$ cat src/rtl/lpm_pkg.sv
package lpm_pkg;

    typedef enum logic [2:0] {
        ST_RUN    = 3'd0,
        ST_IDLE   = 3'd1,
        ST_SLEEP  = 3'd2,
        ST_LOCK   = 3'd3,
        ST_RSLEEP = 3'd4,
        ST_SETTLE = 3'd5
    } lpm_state_e;

    typedef enum logic [2:0] {
        WC_NONE = 3'd0,
        WC_IRQ  = 3'd1,
        WC_WDT  = 3'd2,
        WC_EXT  = 3'd3,
        WC_POR  = 3'd4
    } wake_cause_e;

    // Highest-priority source; interrupt is assumed when nothing else is set.
    function automatic wake_cause_e pick_cause(logic p, logic e, logic w);
        if (p) return WC_POR;
        if (e) return WC_EXT;
        if (w) return WC_WDT;
        return WC_IRQ;
    endfunction

endpackage

$ cat src/rtl/lpm_tick_sync.sv
module lpm_tick_sync (
    input  logic clk,
    input  logic rst_n,
    input  logic tick_async,
    output logic tick_pulse
);
    logic [2:0] sh_q;

    always_ff @(posedge clk or negedge rst_n) begin
        if (!rst_n) sh_q <= '0;
        else        sh_q <= {sh_q[1:0], tick_async};
    end

    assign tick_pulse = sh_q[1] & ~sh_q[2];


    pulse_width_chk: assert property (@(posedge clk) disable iff (!rst_n)
        tick_pulse |=> !tick_pulse);

endmodule

$ cat src/rtl/lpm_lockout.sv
module lpm_lockout #(
    parameter int CW = 2
) (
    input  logic          clk,
    input  logic          rst_n,
    input  logic          load,
    input  logic [CW-1:0] load_val,
    input  logic          run,
    input  logic          step,
    output logic          expire
);
    logic [CW-1:0] cnt_q;

    always_ff @(posedge clk or negedge rst_n) begin
        if (!rst_n)                          cnt_q <= '0;
        else if (load)                       cnt_q <= load_val;
        else if (run && step && cnt_q != '0) cnt_q <= cnt_q - 1'b1;
    end

    assign expire = run && step && (cnt_q == CW'(1));


    lockout_zero_chk: assert property (@(posedge clk) disable iff (!rst_n)
        (expire && !load) |=> (cnt_q == '0));

endmodule

$ cat src/rtl/lpm_sequencer.sv
module lpm_sequencer
    import lpm_pkg::*;
#(
    parameter int IRQ_W     = 8,
    parameter int SLEEP_DLY = 4,
    parameter int RET_DLY   = 12,
    parameter int FAST_CUT  = 3,
    parameter int OSC_START = 2
) (
    input  logic             clk,
    input  logic             rst_n,
    input  logic             save_req,
    input  logic             deep_sel,
    input  logic             ret_ctl,
    input  logic             fast_ctl,
    input  logic             ret_permit_n,
    input  logic [IRQ_W-1:0] irq,
    input  logic             wdog_expire,
    input  logic             ext_rst_evt,
    input  logic             por_evt,
    input  logic             slow_osc,
    input  logic             slow_osc_on,
    output logic             cpu_clk_en,
    output logic             wdog_clr,
    output logic             ret_reg_sel,
    output logic             bg_en,
    output logic             wake,
    output logic [2:0]       wake_cause
);
    // Settle counts must satisfy SLEEP_DLY > FAST_CUT and RET_DLY > SLEEP_DLY.
    localparam int DLY_W    = $clog2(RET_DLY + 1);
    localparam int LOCK_MAX = 2 + OSC_START;
    localparam int LOCK_W   = $clog2(LOCK_MAX + 1);
    localparam logic [DLY_W-1:0] DL_SLP  = DLY_W'(SLEEP_DLY - 1);
    localparam logic [DLY_W-1:0] DL_SLPF = DLY_W'(SLEEP_DLY - FAST_CUT - 1);
    localparam logic [DLY_W-1:0] DL_RET  = DLY_W'(RET_DLY - 1);
    localparam logic [DLY_W-1:0] DL_RETF = DLY_W'(RET_DLY - FAST_CUT - 1);

    lpm_state_e       state_q, state_d;
    wake_cause_e      cause_q, cause_d;
    logic [DLY_W-1:0] cnt_q, dly_sel;
    logic [IRQ_W-1:0] irq_q;
    logic             pend_q, ret_q, fast_q, wake_q, wclr_q;
    logic             wake_d, wclr_d, take_cause, clear_cause, cnt_load, lock_load;
    logic             tick_p, lock_expire;
    logic             rst_ev, irq_any, irq_rise, lp_wake, rs_wake, ret_sel;
    logic [LOCK_W-1:0] lock_need;

    lpm_tick_sync u_sync (
        .clk        (clk),
        .rst_n      (rst_n),
        .tick_async (slow_osc),
        .tick_pulse (tick_p)
    );

    lpm_lockout #(.CW(LOCK_W)) u_lock (
        .clk      (clk),
        .rst_n    (rst_n),
        .load     (lock_load),
        .load_val (lock_need),
        .run      (state_q == ST_LOCK),
        .step     (tick_p),
        .expire   (lock_expire)
    );

    assign rst_ev    = por_evt | ext_rst_evt;
    assign irq_any   = |irq;
    assign irq_rise  = |(irq & ~irq_q);
    assign lp_wake   = rst_ev | wdog_expire | irq_any | pend_q;
    assign rs_wake   = rst_ev | wdog_expire | irq_rise;
    assign ret_sel   = ret_ctl & ~ret_permit_n;
    assign lock_need = slow_osc_on ? LOCK_W'(1) : LOCK_W'(LOCK_MAX);

    always_comb begin
        unique case ({ret_q, fast_q})
            2'b00:   dly_sel = DL_SLP;
            2'b01:   dly_sel = DL_SLPF;
            2'b10:   dly_sel = DL_RET;
            default: dly_sel = DL_RETF;
        endcase
    end

    // Next-state and transition decode
    always_comb begin
        state_d     = state_q;
        cause_d     = pick_cause(por_evt, ext_rst_evt, wdog_expire);
        take_cause  = 1'b0;
        clear_cause = 1'b0;
        cnt_load    = 1'b0;
        lock_load   = 1'b0;
        wake_d      = 1'b0;
        wclr_d      = 1'b0;
        unique case (state_q)
            ST_RUN: begin
                if (save_req) begin
                    clear_cause = 1'b1;
                    if (!deep_sel) begin
                        state_d = ST_IDLE;
                        wclr_d  = 1'b1;
                    end else if (ret_sel) begin
                        state_d   = ST_LOCK;
                        lock_load = 1'b1;
                    end else begin
                        state_d = ST_SLEEP;
                    end
                end
            end
            ST_IDLE: begin
                if (lp_wake) begin
                    state_d    = ST_RUN;
                    take_cause = 1'b1;
                    wake_d     = 1'b1;
                end
            end
            ST_SLEEP: begin
                if (lp_wake) begin
                    state_d    = ST_SETTLE;
                    take_cause = 1'b1;
                    cnt_load   = 1'b1;
                end
            end
            ST_LOCK: begin
                if (rst_ev) begin
                    state_d    = ST_SETTLE;
                    take_cause = 1'b1;
                    cnt_load   = 1'b1;
                end else if (lock_expire) begin
                    state_d = ST_RSLEEP;
                end
            end
            ST_RSLEEP: begin
                if (rs_wake) begin
                    state_d    = ST_SETTLE;
                    take_cause = 1'b1;
                    cnt_load   = 1'b1;
                end
            end
            ST_SETTLE: begin
                if (cnt_q == '0) begin
                    state_d = ST_RUN;
                    wake_d  = 1'b1;
                end
            end
            default: state_d = ST_RUN;
        endcase
    end

    // State register
    always_ff @(posedge clk or negedge rst_n) begin
        if (!rst_n) state_q <= ST_RUN;
        else        state_q <= state_d;
    end

    // Datapath and registered pulses
    always_ff @(posedge clk or negedge rst_n) begin
        if (!rst_n) begin
            cause_q <= WC_NONE;
            cnt_q   <= '0;
            irq_q   <= '0;
            pend_q  <= 1'b0;
            ret_q   <= 1'b0;
            fast_q  <= 1'b0;
            wake_q  <= 1'b0;
            wclr_q  <= 1'b0;
        end else begin
            irq_q  <= irq;
            wake_q <= wake_d;
            wclr_q <= wclr_d;
            if (clear_cause) begin
                cause_q <= WC_NONE;
                ret_q   <= deep_sel & ret_sel;
                fast_q  <= fast_ctl;
                pend_q  <= irq_any & ~(deep_sel & ret_sel);
            end else if (take_cause) begin
                cause_q <= cause_d;
                pend_q  <= 1'b0;
            end
            if (cnt_load)
                cnt_q <= dly_sel;
            else if (state_q == ST_SETTLE && cnt_q != '0)
                cnt_q <= cnt_q - 1'b1;
        end
    end

    // Outputs
    always_comb begin
        cpu_clk_en  = (state_q == ST_RUN);
        ret_reg_sel = (state_q == ST_LOCK) || (state_q == ST_RSLEEP);
        bg_en       = fast_q && (state_q == ST_SLEEP || state_q == ST_LOCK ||
                                 state_q == ST_RSLEEP || state_q == ST_SETTLE);
        wake        = wake_q;
        wdog_clr    = wclr_q;
        wake_cause  = cause_q;
    end


    wdog_clr_gate_chk: assert property (@(posedge clk) disable iff (!rst_n)
        wdog_clr |-> !cpu_clk_en);

    idle_fast_exit_chk: assert property (@(posedge clk) disable iff (!rst_n)
        (state_q == ST_IDLE && lp_wake) |=> (cpu_clk_en && wake));

    lock_mask_chk: assert property (@(posedge clk) disable iff (!rst_n)
        (state_q == ST_LOCK && !rst_ev) |=> (!cpu_clk_en && state_q != ST_SETTLE));

    wake_clk_chk: assert property (@(posedge clk) disable iff (!rst_n)
        wake |-> cpu_clk_en);

    ret_gate_chk: assert property (@(posedge clk) disable iff (!rst_n)
        $rose(ret_reg_sel) |-> $past(save_req && deep_sel && ret_ctl && !ret_permit_n));

    cause_clr_chk: assert property (@(posedge clk) disable iff (!rst_n)
        (state_q == ST_RUN && save_req) |=> (wake_cause == 3'd0));

endmodule

$ cat config.mk
export PLATFORM = sky130hd
export DESIGN_NAME = lpm_sequencer
export DESIGN_NICKNAME = d
export VERILOG_FILES = /design/src/rtl/lpm_pkg.sv /design/src/rtl/lpm_tick_sync.sv /design/src/rtl/lpm_lockout.sv /design/src/rtl/lpm_sequencer.sv
export SDC_FILE = /design/constraint.sdc
export NUM_CORES = 1
export LEC_CHECK = 0
export ABC_AREA = 0
export BUFFER_PORTS_ARGS = -buffer_cell sky130_fd_sc_hd__buf_4
export CAP_MARGIN = 10
export CELL_PAD_IN_SITES_DETAIL_PLACEMENT = 1
export CELL_PAD_IN_SITES_GLOBAL_PLACEMENT = 1
export CORE_AREA = 4 4 70 72
export CTS_BUF_LIST = sky130_fd_sc_hd__clkbuf_16
export DETAILED_ROUTE_END_ITERATION = 10
export DIE_AREA = 0 0 74 76
export PLACE_DENSITY_LB_ADDON = 0.1
export SETUP_SLACK_MARGIN = 0.5
export SYNTH_ARGS = -nofsm -noshare
export SYNTH_HDL_FRONTEND = slang
export SYNTH_SLANG_ARGS = --single-unit
$ cat constraint.sdc
create_clock -name clk -period 4.4 [get_ports clk]
set_input_delay 0.44 -clock clk [delete_from_list [all_inputs] [get_ports clk]]
set_output_delay 0.44 -clock clk [all_outputs]
set_load 0.02 [all_outputs]
==> impl_metrics.env, run 1 <==
export IMPL_async_reset_ff_frac=1.000
export IMPL_vias=1126
export IMPL_synth_enable_flop_cells=0
export IMPL_grt_max_degree=30
export IMPL_gp_congestion=0.7811
export IMPL_ys_flop_type="dfrtp_1"
export IMPL_muxShareOfSynthArea=0.05642
export IMPL_drtAntennaViolNets=0
export IMPL_start_util=0.3357
export IMPL_p_sw_frac=0.3642
export IMPL_grt_first_pass_wirelength_um=5809
export IMPL_clockBufferDepth=2
export IMPL_finClkSkew_ns=0.001708
export IMPL_hold_path_class="input pin to async pin"
export IMPL_ys_ff_latch=29
export IMPL_power_density_nw_per_um2=665.2
export IMPL_dpl_cell_area_um2=1692
export IMPL_yosysSeqAreaShare=0.5035
export IMPL_cp_max_fo=6
export IMPL_wl_per_cell_um=15.68
export IMPL_finish_instance_area_um2=1828
export IMPL_clock_latency_ns=0.27
export IMPL_period_share=0.4833
export IMPL_yosysUniqueCellTypes=41
export IMPL_synth_top_family_by_area="simple AND/OR/NAND/NOR gates"
export IMPL_max_cap_violations=0
export IMPL_mappedNetlistArea_um2=1441
export IMPL_fmax_ghz=0.4703
export IMPL_synthTopCellsByCount="dfrtp_1 (29), inv_1 (11), nand2_1 (11), nor2b_1 (11), o21ai_0 (8)"
export IMPL_post_cts_buffers=0
export IMPL_p_sw_mw=0.4429
export IMPL_slew_violations=0
export IMPL_drc_errors=0
export IMPL_cp_start_kind="register"
export IMPL_worst_pin_slew_ns=0.9140
export IMPL_r2r_cells=7
export IMPL_synth_area_leaders="dfrtp_1 (50%), mux2i_1 (4.9%), nor2b_1 (4.8%)"
export IMPL_clkPwrFrac=0.253
export IMPL_worstPathRequired_ns=4.56
export IMPL_slew_headroom=0.3820
export IMPL_gr_total_overflow=0
export IMPL_htree_levels=2
export IMPL_synth_compound_area_share=0.1380
export IMPL_tritoncts="done"
export IMPL_rows=24
export IMPL_outcome="complete, no violations"
export IMPL_synth_fp_nets=160
export IMPL_nets=190
export IMPL_yosysTopAreaCell="dfrtp_1"
export IMPL_seq_power_share=0.365
export IMPL_tns_ns=0
export IMPL_worst_slack_ns=2.273
export IMPL_grt_antenna_before_repair=0
export IMPL_cts_buffers=5
export IMPL_dp_slack_ns=2.206
export IMPL_comb_power_share=0.382
export IMPL_die_height_um=76
export IMPL_critical_path_class="register to register"
export IMPL_cts_sinks=29
export IMPL_synth_top_area_frac=0.5035
export IMPL_portBuffers=27
export IMPL_finalCriticalPeriod_ns=2.127
export IMPL_synth_fa_ha_area_frac=0.03472
export IMPL_yosysWarningCount=0
export IMPL_io_pins=28
export IMPL_setup_viol=0
export IMPL_leakage_nw=0.8676
export IMPL_cp_end_kind="register"
export IMPL_cp_arrival_ns=2.28
export IMPL_cts_root_buf="clkbuf_16"
export IMPL_ir_worst_vdd_uv=261.2
export IMPL_grtUsageTotal=0.1371
export IMPL_syn_to_final_growth_pct=26.82
export IMPL_cts_hold_buf=0
export IMPL_die_area_um2=5624
export IMPL_clkTransAtPathRegs_ns=0.05
export IMPL_syn_instance_count=136
export IMPL_cts_repair_resized=0
export IMPL_first_pass_iters=4
export IMPL_synth_xor_area_frac=0.01823
export IMPL_wirelength_um=3434
export IMPL_hold_violations=0
export IMPL_antenna_cells=0
export IMPL_grt_pass1_vias=1227
export IMPL_yosysMostFrequentCell="dfrtp_1"
export IMPL_synthSimpleGateAreaFrac=0.2083
export IMPL_post_dp_hpwl_um=2669
export IMPL_syn_mean_instance_area_um2=10.60
export IMPL_drive_above_1_share=0.2395
export IMPL_core_area_um2=4294
export IMPL_die_w_um=74
export IMPL_rsz0062_at_grt="false"
export IMPL_via_per_inst=5.142
export IMPL_initialDrtViolationCount=53
export IMPL_p_int_mw=0.7730
power by group through the flow:
stage                     Combinational, mW  Sequential, mW  Clock [mW]
final                                 0.465           0.444       0.307
after detailed placement              0.473           0.450           0
after global routing                  0.520           0.460       0.333
after floorplan                       0.338           0.422           0
after global placement                0.455           0.446           0
after CTS                             0.479           0.446       0.317
metrics by stage:
step	hold WS, ns	power (mW)	util	std cells
after CTS	0.1095	1.241	0.4257	219
after detailed placement	0.3379	0.9227	0.3939	211
after floorplan	0.1444	0.7598	-	136
after global placement	0.3316	0.9012	0.3939	211
after global routing	0.1182	1.313	0.4257	219
final	0.08713	1.216	0.4257	219
critical path, cell delays in order (launching register included):
cell and delay, ns:
dfrtp_1 0.38, inv_1 0.06, ha_1 0.21, ha_1 0.19, nor4b_1 0.79, o21ai_0 0.20, o21ai_0 0.11, nand2_1 0.07
layout make-up:
cell class / instances / area [um2]
clock buffers: 5 / 125.1
clock inverters: 3 / 11.26
fillers: 494 / 2466
inverters: 11 / 41.29
multi-input cells: 92 / 656.9
flip-flops and latches: 29 / 725.7
well taps: 52 / 65.06
repair buffers: 27 / 202.7
routing by layer:
metal	wire, um	part of all wire	track usage
met1	1492	0.43	0.1653
met5	0	0	0
met4	61	0.018	0.05435
met2	1746	0.51	0.2190
met3	133	0.039	0.04881
worst paths after layout:
check                                start  slack [ns]              end
max                        u_lock.cnt_q[0]        2.27  u_lock.cnt_q[0]
min                                  rst_n        0.09  u_lock.cnt_q[2]
max reg2reg                u_lock.cnt_q[0]        2.27  u_lock.cnt_q[0]
min reg2reg                 u_sync.sh_q[0]        0.35   u_sync.sh_q[1]
max in group asynchronous            rst_n        4.03    wake_cause[0]
min in group clk                  slow_osc        0.28   u_sync.sh_q[0]
cell families (layout without fill, tap and decap cells):
kind of cell,after synthesis,in the layout
muxes,8,8
and+or+nand+nor,48,48
xor gates and xnor gates,3,3
adders and majority gates,4,4
AOI/OAI and AO/OA,29,29
DFF,29,29
buffers and inverters,15,46
cells in the final DEF (no fill, tap or decap), types with 2 or more instances in the layout:
cell type	n
a2111oi_0	3
a21o_1	2
a21oi_1	2
a221oi_1	2
a31o_2	2
buf_4	27
clkbuf_16	5
dfrtp_1	29
ha_1	4
inv_1	14
mux2i_1	7
nand2_1	11
nand2b_1	2
nand3_1	2
nand3b_1	2
nor2_1	3
nor2b_1	11
nor3_1	5
nor4b_1	2
o21ai_0	8
o21ai_1	3
xor2_1	2
flip-flops by register name, indices dropped and copies added, names as in the netlist:
| register | count |
|---|---|
| wake_cause | 3 |
| pend_q | 1 |
| u_sync.sh_q | 3 |
| wake | 1 |
| ret_q | 1 |
| state_q | 3 |
| u_lock.cnt_q | 3 |
| cnt_q | 4 |
| irq_q | 8 |
| wdog_clr | 1 |
| fast_q | 1 |
Power figures use the tool's default switching activity.
==> run 2, diff against run 1 <==
--- a/config.mk
+++ b/config.mk
@@ -5,15 +5,15 @@
 export SDC_FILE = /design/constraint.sdc
 export NUM_CORES = 1
 export LEC_CHECK = 0
-export ABC_AREA = 0
+export ABC_AREA = 1
 export BUFFER_PORTS_ARGS = -buffer_cell sky130_fd_sc_hd__buf_4
 export CAP_MARGIN = 10
 export CELL_PAD_IN_SITES_DETAIL_PLACEMENT = 1
 export CELL_PAD_IN_SITES_GLOBAL_PLACEMENT = 1
-export CORE_AREA = 4 4 70 72
+export CORE_AREA = 4 4 72 74
 export CTS_BUF_LIST = sky130_fd_sc_hd__clkbuf_16
 export DETAILED_ROUTE_END_ITERATION = 10
-export DIE_AREA = 0 0 74 76
+export DIE_AREA = 0 0 76 78
 export PLACE_DENSITY_LB_ADDON = 0.1
 export SETUP_SLACK_MARGIN = 0.5
 export SYNTH_ARGS = -nofsm -noshare
==> constraint.sdc (replaced) <==
create_clock -name clk -period 2.05 [get_ports clk]
set_input_delay 0.205 -clock clk [delete_from_list [all_inputs] [get_ports clk]]
set_output_delay 0.205 -clock clk [all_outputs]
set_load 0.02 [all_outputs]
==> impl_metrics.env, run 2 <==
export IMPL_syn_mean_instance_area_um2=8.238
export IMPL_grtUsageTotal=0.1464
export IMPL_top_register="irq_q"
export IMPL_cts_sinks=29
export IMPL_multi_input_area_um2=745.7
export IMPL_ys_flop_type="dfrtp_1"
export IMPL_wirelength_um=4108
export IMPL_start_util=0.3404
export IMPL_outcome="complete, no violations"
export IMPL_synth_compound_area_share=0.07194
export IMPL_drive_above_1_share=0.3699
export IMPL_worst_slack_ns=0.5416
export IMPL_ys_ff_latch=29
export IMPL_cp_arrival_ns=1.30
export IMPL_layout_commonest_cell="buf_4"
export IMPL_yosysUniqueCellTypes=27
export IMPL_power_density_nw_per_um2=1401
export IMPL_synthSimpleGateAreaFrac=0.3285
export IMPL_cp_end_kind="output port"
export IMPL_portBuffers=27
export IMPL_layout_common_cells="buf_4 (45), nand2_1 (43), inv_1 (26), dfrtp_1 (26), nor2_1 (21)"
export IMPL_crit_path_start="state_q[0]"
export IMPL_die_area_um2=5928
export IMPL_dp_cells=269
export IMPL_io_pins=28
export IMPL_mappedNetlistArea_um2=1565
export IMPL_slew_violations=0
export IMPL_grt_first_pass_wirelength_um=6920
export IMPL_finClkSkew_ns=0.004066
export IMPL_yosysTopAreaCell="dfrtp_1"
export IMPL_wl_per_cell_um=13.69
export IMPL_slew_headroom=0.7334
export IMPL_dp_slack_ns=0.3163
export IMPL_yosysWarningCount=0
export IMPL_synth_fp_nets=214
export IMPL_nets=269
export IMPL_clockBufferDepth=2
export IMPL_grt_antenna_before_repair=0
export IMPL_finish_instance_area_um2=2195
export IMPL_slowest_delay_ns=0.44
export IMPL_grt_pass1_vias=1503
export IMPL_leakage_nw=1.161
export IMPL_cp_max_fo=4
export IMPL_vias=1417
export IMPL_gr_total_overflow=0
export IMPL_syn_to_final_growth_pct=40.21
export IMPL_via_per_inst=4.723
export IMPL_clkTransAtPathRegs_ns=0.05
export IMPL_gp_congestion=0.8180
export IMPL_dpl_cell_area_um2=1819
export IMPL_tns_ns=0
export IMPL_r2r_start="state_q[0]"
export IMPL_rsz0062_at_grt="true"
export IMPL_tritoncts="done"
export IMPL_period_share=0.7358
export IMPL_syn_instance_count=190
export IMPL_clock_latency_ns=0.27
export IMPL_yosysMostFrequentCell="nand2_1"
export IMPL_synth_fa_ha_area_frac=0.03197
export IMPL_total_power_mw=3.075
export IMPL_hold_path_class="input pin to register"
export IMPL_synthTopCellsByCount="nand2_1 (44), dfrtp_1 (29), inv_1 (28), nor2_1 (22), nand3_1 (11)"
export IMPL_critical_path_class="register to output port"
export IMPL_max_cap_violations=0
export IMPL_slowest_stage="dfrtp_2"
export IMPL_worst_pin_slew_ns=0.3999
export IMPL_drtAntennaViolNets=0
export IMPL_worstPathRequired_ns=1.85
export IMPL_grt_max_degree=30
export IMPL_finalNonFillerCells=300
export IMPL_initialDrtViolationCount=50
export IMPL_hold_violations=0
export IMPL_synth_xor_area_frac=0.01679
export IMPL_rows=25
export IMPL_path_cells="nor3_4 > buf_6 > buf_6 > buf_6"
export IMPL_seq_area_um2=729.5
export IMPL_reg_top3="irq_q x8, cnt_q x4"
export IMPL_muxShareOfSynthArea=0
export IMPL_fmax_ghz=0.6630
export IMPL_post_dp_hpwl_um=2997
export IMPL_yosysSeqAreaShare=0.4636
export IMPL_core_area_um2=4598
export IMPL_cts_buffers=5
export IMPL_synth_area_leaders="dfrtp_1 (46%), nand2_1 (11%), inv_1 (6.7%)"
export IMPL_ir_worst_vdd_uv=496.9
export IMPL_die_height_um=78
export IMPL_cts_root_buf="clkbuf_16"
export IMPL_cp_common_cell="buf_6"
export IMPL_setup_viol=0
export IMPL_largest_reg_flops=8
export IMPL_first_pass_iters=4
export IMPL_synth_top_area_frac=0.4636
export IMPL_htree_levels=2
export IMPL_drc_errors=0
export IMPL_antenna_cells=0
export IMPL_cp_start_kind="register"
export IMPL_synth_top_family_by_area="simple AND/OR/NAND/NOR gates"
export IMPL_finalCriticalPeriod_ns=1.508
export IMPL_die_w_um=76
export IMPL_nFillCells=579
export IMPL_worstHoldStart="slow_osc"
export IMPL_async_reset_ff_frac=1.000
export IMPL_synth_enable_flop_cells=0
-- run 2: cell types whose count changed after synthesis, moves of 5 or more --
cell,before,now
o21ai_0,8,3
nand2_2,0,6
nand3_1,2,11
nor2b_1,11,0
nor2_1,3,22
mux2i_1,7,0
nand4_1,1,7
inv_1,11,28
nand2_1,11,44
-- run 2: cell type report --
type / instances / area share
Clock buffer: 5 / 0.05701
Clock inverter: 3 / 0.005131
Inverter: 32 / 0.05587
Multi-Input combinational cell: 127 / 0.3398
Sequential cell: 29 / 0.3324
Tap cell: 54 / 0.03079
Timing Repair Buffer: 50 / 0.1790
-- run 2: kinds of logic (layout without fill, tap and decap cells) --
family | count (synthesis) | in the layout
xor+xnor | 3 | 3
compound gates | 18 | 18
simple gates | 102 | 102
flops | 29 | 29
buf+inv | 34 | 90
fa+ha+maj | 4 | 4
-- run 2: power by group --
group | switching, mW | internal (mW) | total [mW] | leakage [nW]
Combinational | 0.830 | 0.724 | 1.55 | 0.730
Clock | 0.234 | 0.434 | 0.669 | 0.0776
Sequential | 0.115 | 0.738 | 0.853 | 0.353
Total | 1.18 | 1.90 | 3.08 | 1.16
-- run 2: repair_timing --
item / 4_1_cts / 5_1_grt
resized for setup: 9 / 14
hold buffers: 1 / 0
buffers inserted: 12 / 10
hold endpoints to repair: 29 / 0
setup endpoints to repair: 10 / 11
pin swaps: 6 / 11
-- run 2: final timing paths --
kind	to	slack, ns	depth (start not counted)
worst min register to register	u_sync.sh_q[1]	0.35	0
worst min-delay path	u_sync.sh_q[0]	0.04	1
worst max-delay path	cpu_clk_en	0.54	4
worst max register to register	state_q[0]	0.56	9
min in group asynchronous	irq_q[2]	0.41	2
max in group asynchronous	state_q[0]	1.33	2
-- run 2: worst max-delay path, delay by kind of cell (launching register included) --
kind	cells	cell delay [ns]
flip-flops	1	0.44
buffers and inverters	3	0.32
AND/OR/NAND/NOR	1	0.26
-- run 2: per-layer routing --
metal	GRT usage	share of wire	routed length [um]
met1	0.1794	0.45	1829
met2	0.2500	0.51	2090
met3	0.03596	0.032	130
met4	0.04804	0.014	57
met5	0	0	0
-- run 2: per-stage QoR --
step,util,hold slack (ns)
after detailed placement,0.3956,0.1634
after CTS,0.4512,0.03752
after floorplan,-,-0.09059
after global routing,0.4773,0.03625
final,0.4773,0.04391
after global placement,0.3956,0.1546
==> run 3, diff against run 2 <==
==> constraint.sdc (replaced) <==
create_clock -name clk -period 1.4 [get_ports clk]
set_input_delay 0.14 -clock clk [delete_from_list [all_inputs] [get_ports clk]]
set_output_delay 0.14 -clock clk [all_outputs]
set_load 0.02 [all_outputs]
==> impl_metrics.env, run 3 (synthesized netlist as in run 2, its figures left out) <==
export IMPL_outcome="finished, violations left"
export IMPL_violations="negative setup slack"
export IMPL_hold_violations=0
export IMPL_grt_max_degree=30
export IMPL_seq_area_um2=729.5
export IMPL_critical_path_class="register to output port"
export IMPL_drive_above_1_share=0.5159
export IMPL_tritoncts="done"
export IMPL_wirelength_um=5122
export IMPL_p_sw_mw=2.055
export IMPL_via_per_inst=4.724
export IMPL_layout_common_cells="buf_4 (50), nand2_1 (36), buf_6 (26), dfrtp_1 (26), inv_1 (22)"
export IMPL_nets=306
export IMPL_slew_headroom=0.7389
export IMPL_core_area_um2=4598
export IMPL_clock_latency_ns=0.28
export IMPL_initialDrtViolationCount=62
export IMPL_syn_to_final_growth_pct=73.06
export IMPL_nFillCells=532
export IMPL_finClkSkew_ns=0.004386
export IMPL_dp_slack_ns=-0.09481
export IMPL_die_height_um=78
export IMPL_comb_power_share=0.567
export IMPL_multi_input_area_um2=867.1
export IMPL_worstPathRequired_ns=1.26
export IMPL_wl_per_cell_um=15.20
export IMPL_total_power_mw=5.281
export IMPL_cts_sinks=29
export IMPL_drtAntennaViolNets=0
export IMPL_reg_top3="irq_q x8, cnt_q x4"
export IMPL_utilization=0.5891
export IMPL_portBuffers=27
export IMPL_rows=25
export IMPL_gp_congestion=0.7866
export IMPL_drc_errors=0
export IMPL_cts_root_buf="clkbuf_16"
export IMPL_tns_ns=-0.4137
export IMPL_rsz0062_at_grt="true"
export IMPL_die_w_um=76
export IMPL_htree_levels=2
export IMPL_finalCriticalPeriod_ns=1.480
export IMPL_clockBufferDepth=2
export IMPL_power_density_nw_per_um2=1950
export IMPL_hold_path_class="input pin to register"
export IMPL_cp_max_fo=4
export IMPL_p_sw_frac=0.3892
export IMPL_cp_end_kind="output port"
export IMPL_ir_worst_vdd_uv=854.1
export IMPL_largest_reg_flops=8
export IMPL_min_path_cells=2
export IMPL_worst_pin_slew_ns=0.3916
export IMPL_gr_total_overflow=0
export IMPL_cp_start_kind="register"
export IMPL_vias=1592
export IMPL_post_dp_hpwl_um=3239
export IMPL_cts_buffers=5
export IMPL_p_int_mw=3.226
export IMPL_cp_arrival_ns=1.34
export IMPL_finalNonFillerCells=337
export IMPL_max_cap_violations=0
export IMPL_grt_first_pass_wirelength_um=8224
export IMPL_slew_violations=0
export IMPL_worst_slack_ns=-0.08036
export IMPL_fmax_ghz=0.6755
export IMPL_r2r_cells=11
export IMPL_dp_cells=289
export IMPL_first_pass_iters=4
export IMPL_layout_commonest_cell="buf_4"
export IMPL_top_register="irq_q"
export IMPL_setup_viol=13
export IMPL_clkPwrFrac=0.192
export IMPL_io_pins=28
export IMPL_start_util=0.3404
export IMPL_grt_pass1_vias=1770
export IMPL_antenna_cells=0
export IMPL_die_area_um2=5928
export IMPL_period_share=1.057
export IMPL_grtUsageTotal=0.1790
export IMPL_seq_power_share=0.241
export IMPL_leakage_nw=1.384
export IMPL_grt_antenna_before_repair=0
export IMPL_clkTransAtPathRegs_ns=0.05
## run 3: cell types whose count changed in the layout (fill, tap and decap cells not counted), moves of 4 or more
cell,delta
dlygate4sd3_1,+9
nor2_1,-7
nor2_2,+4
buf_4,+5
nand2_2,+5
inv_1,-4
nand2_1,-7
buf_6,+22
## run 3: through the flow
step / hold WS, ns / instance area, um2
3_3_place_gp: 0.08758 / 2002
6_report: 0.04586 / 2709
2_1_floorplan: -0.1556 / 1598
4_1_cts: 0.03642 / 2497
3_5_place_dp: 0.09423 / 2002
5_1_grt: 0.03643 / 2709
## run 3: layer usage
metal | vias up | track usage | part of all wire | wire length, um
li1 | 776 | - | - | -
met1 | 777 | 0.2026 | 0.41 | 2108
met4 | 0 | 0.08185 | 0.018 | 93
met3 | 10 | 0.03828 | 0.032 | 164
met5 | - | 0 | 0 | 0
met2 | 29 | 0.3185 | 0.54 | 2755
## run 3: repair_timing
item | CTS | global route
hold buffers | 10 | 0
resized for setup | 36 | 34
buffers inserted | 18 | 11
endpoints found under the hold margin | 38 | 0
gates cloned | 1 | 0
pin swaps | 13 | 18
endpoints found under the setup margin | 26 | 26
## run 3: critical path, stage by stage, from the launching register on
cell and delay, ns:
dfrtp_2 0.46, nor3_4 0.24, buf_4 0.14, buf_6 0.11, buf_6 0.11
## run 3: final timing paths
check | from | endpoint | slack, ns
max | state_q[1] | cpu_clk_en | -0.08
min | deep_sel | wdog_clr | 0.05
max reg2reg | cnt_q[1] | state_q[0] | -0.07
min reg2reg | u_sync.sh_q[0] | u_sync.sh_q[1] | 0.36
max in group asynchronous | rst_n | state_q[1] | 0.76
min in group asynchronous | rst_n | irq_q[0] | 0.34
## run 3: power groups by stage
stage	Clock, mW	Combinational (mW)	Sequential (mW)
finish	1.02	2.99	1.27
global route	1.09	3.25	1.30
CTS	1.04	2.58	1.25
detailed placement	0	2.02	1.25
global placement	0	1.94	1.24
floorplan	0	1.24	1.27
## run 3: cell type report
class | instances | area share
clock buffer | 5 | 0.04619
multi-input combinational | 127 | 0.3201
timing repair buffer | 87 | 0.2891
inverter | 32 | 0.04527
clock inverter | 3 | 0.005081
sequential | 29 | 0.2693
tap | 54 | 0.02494
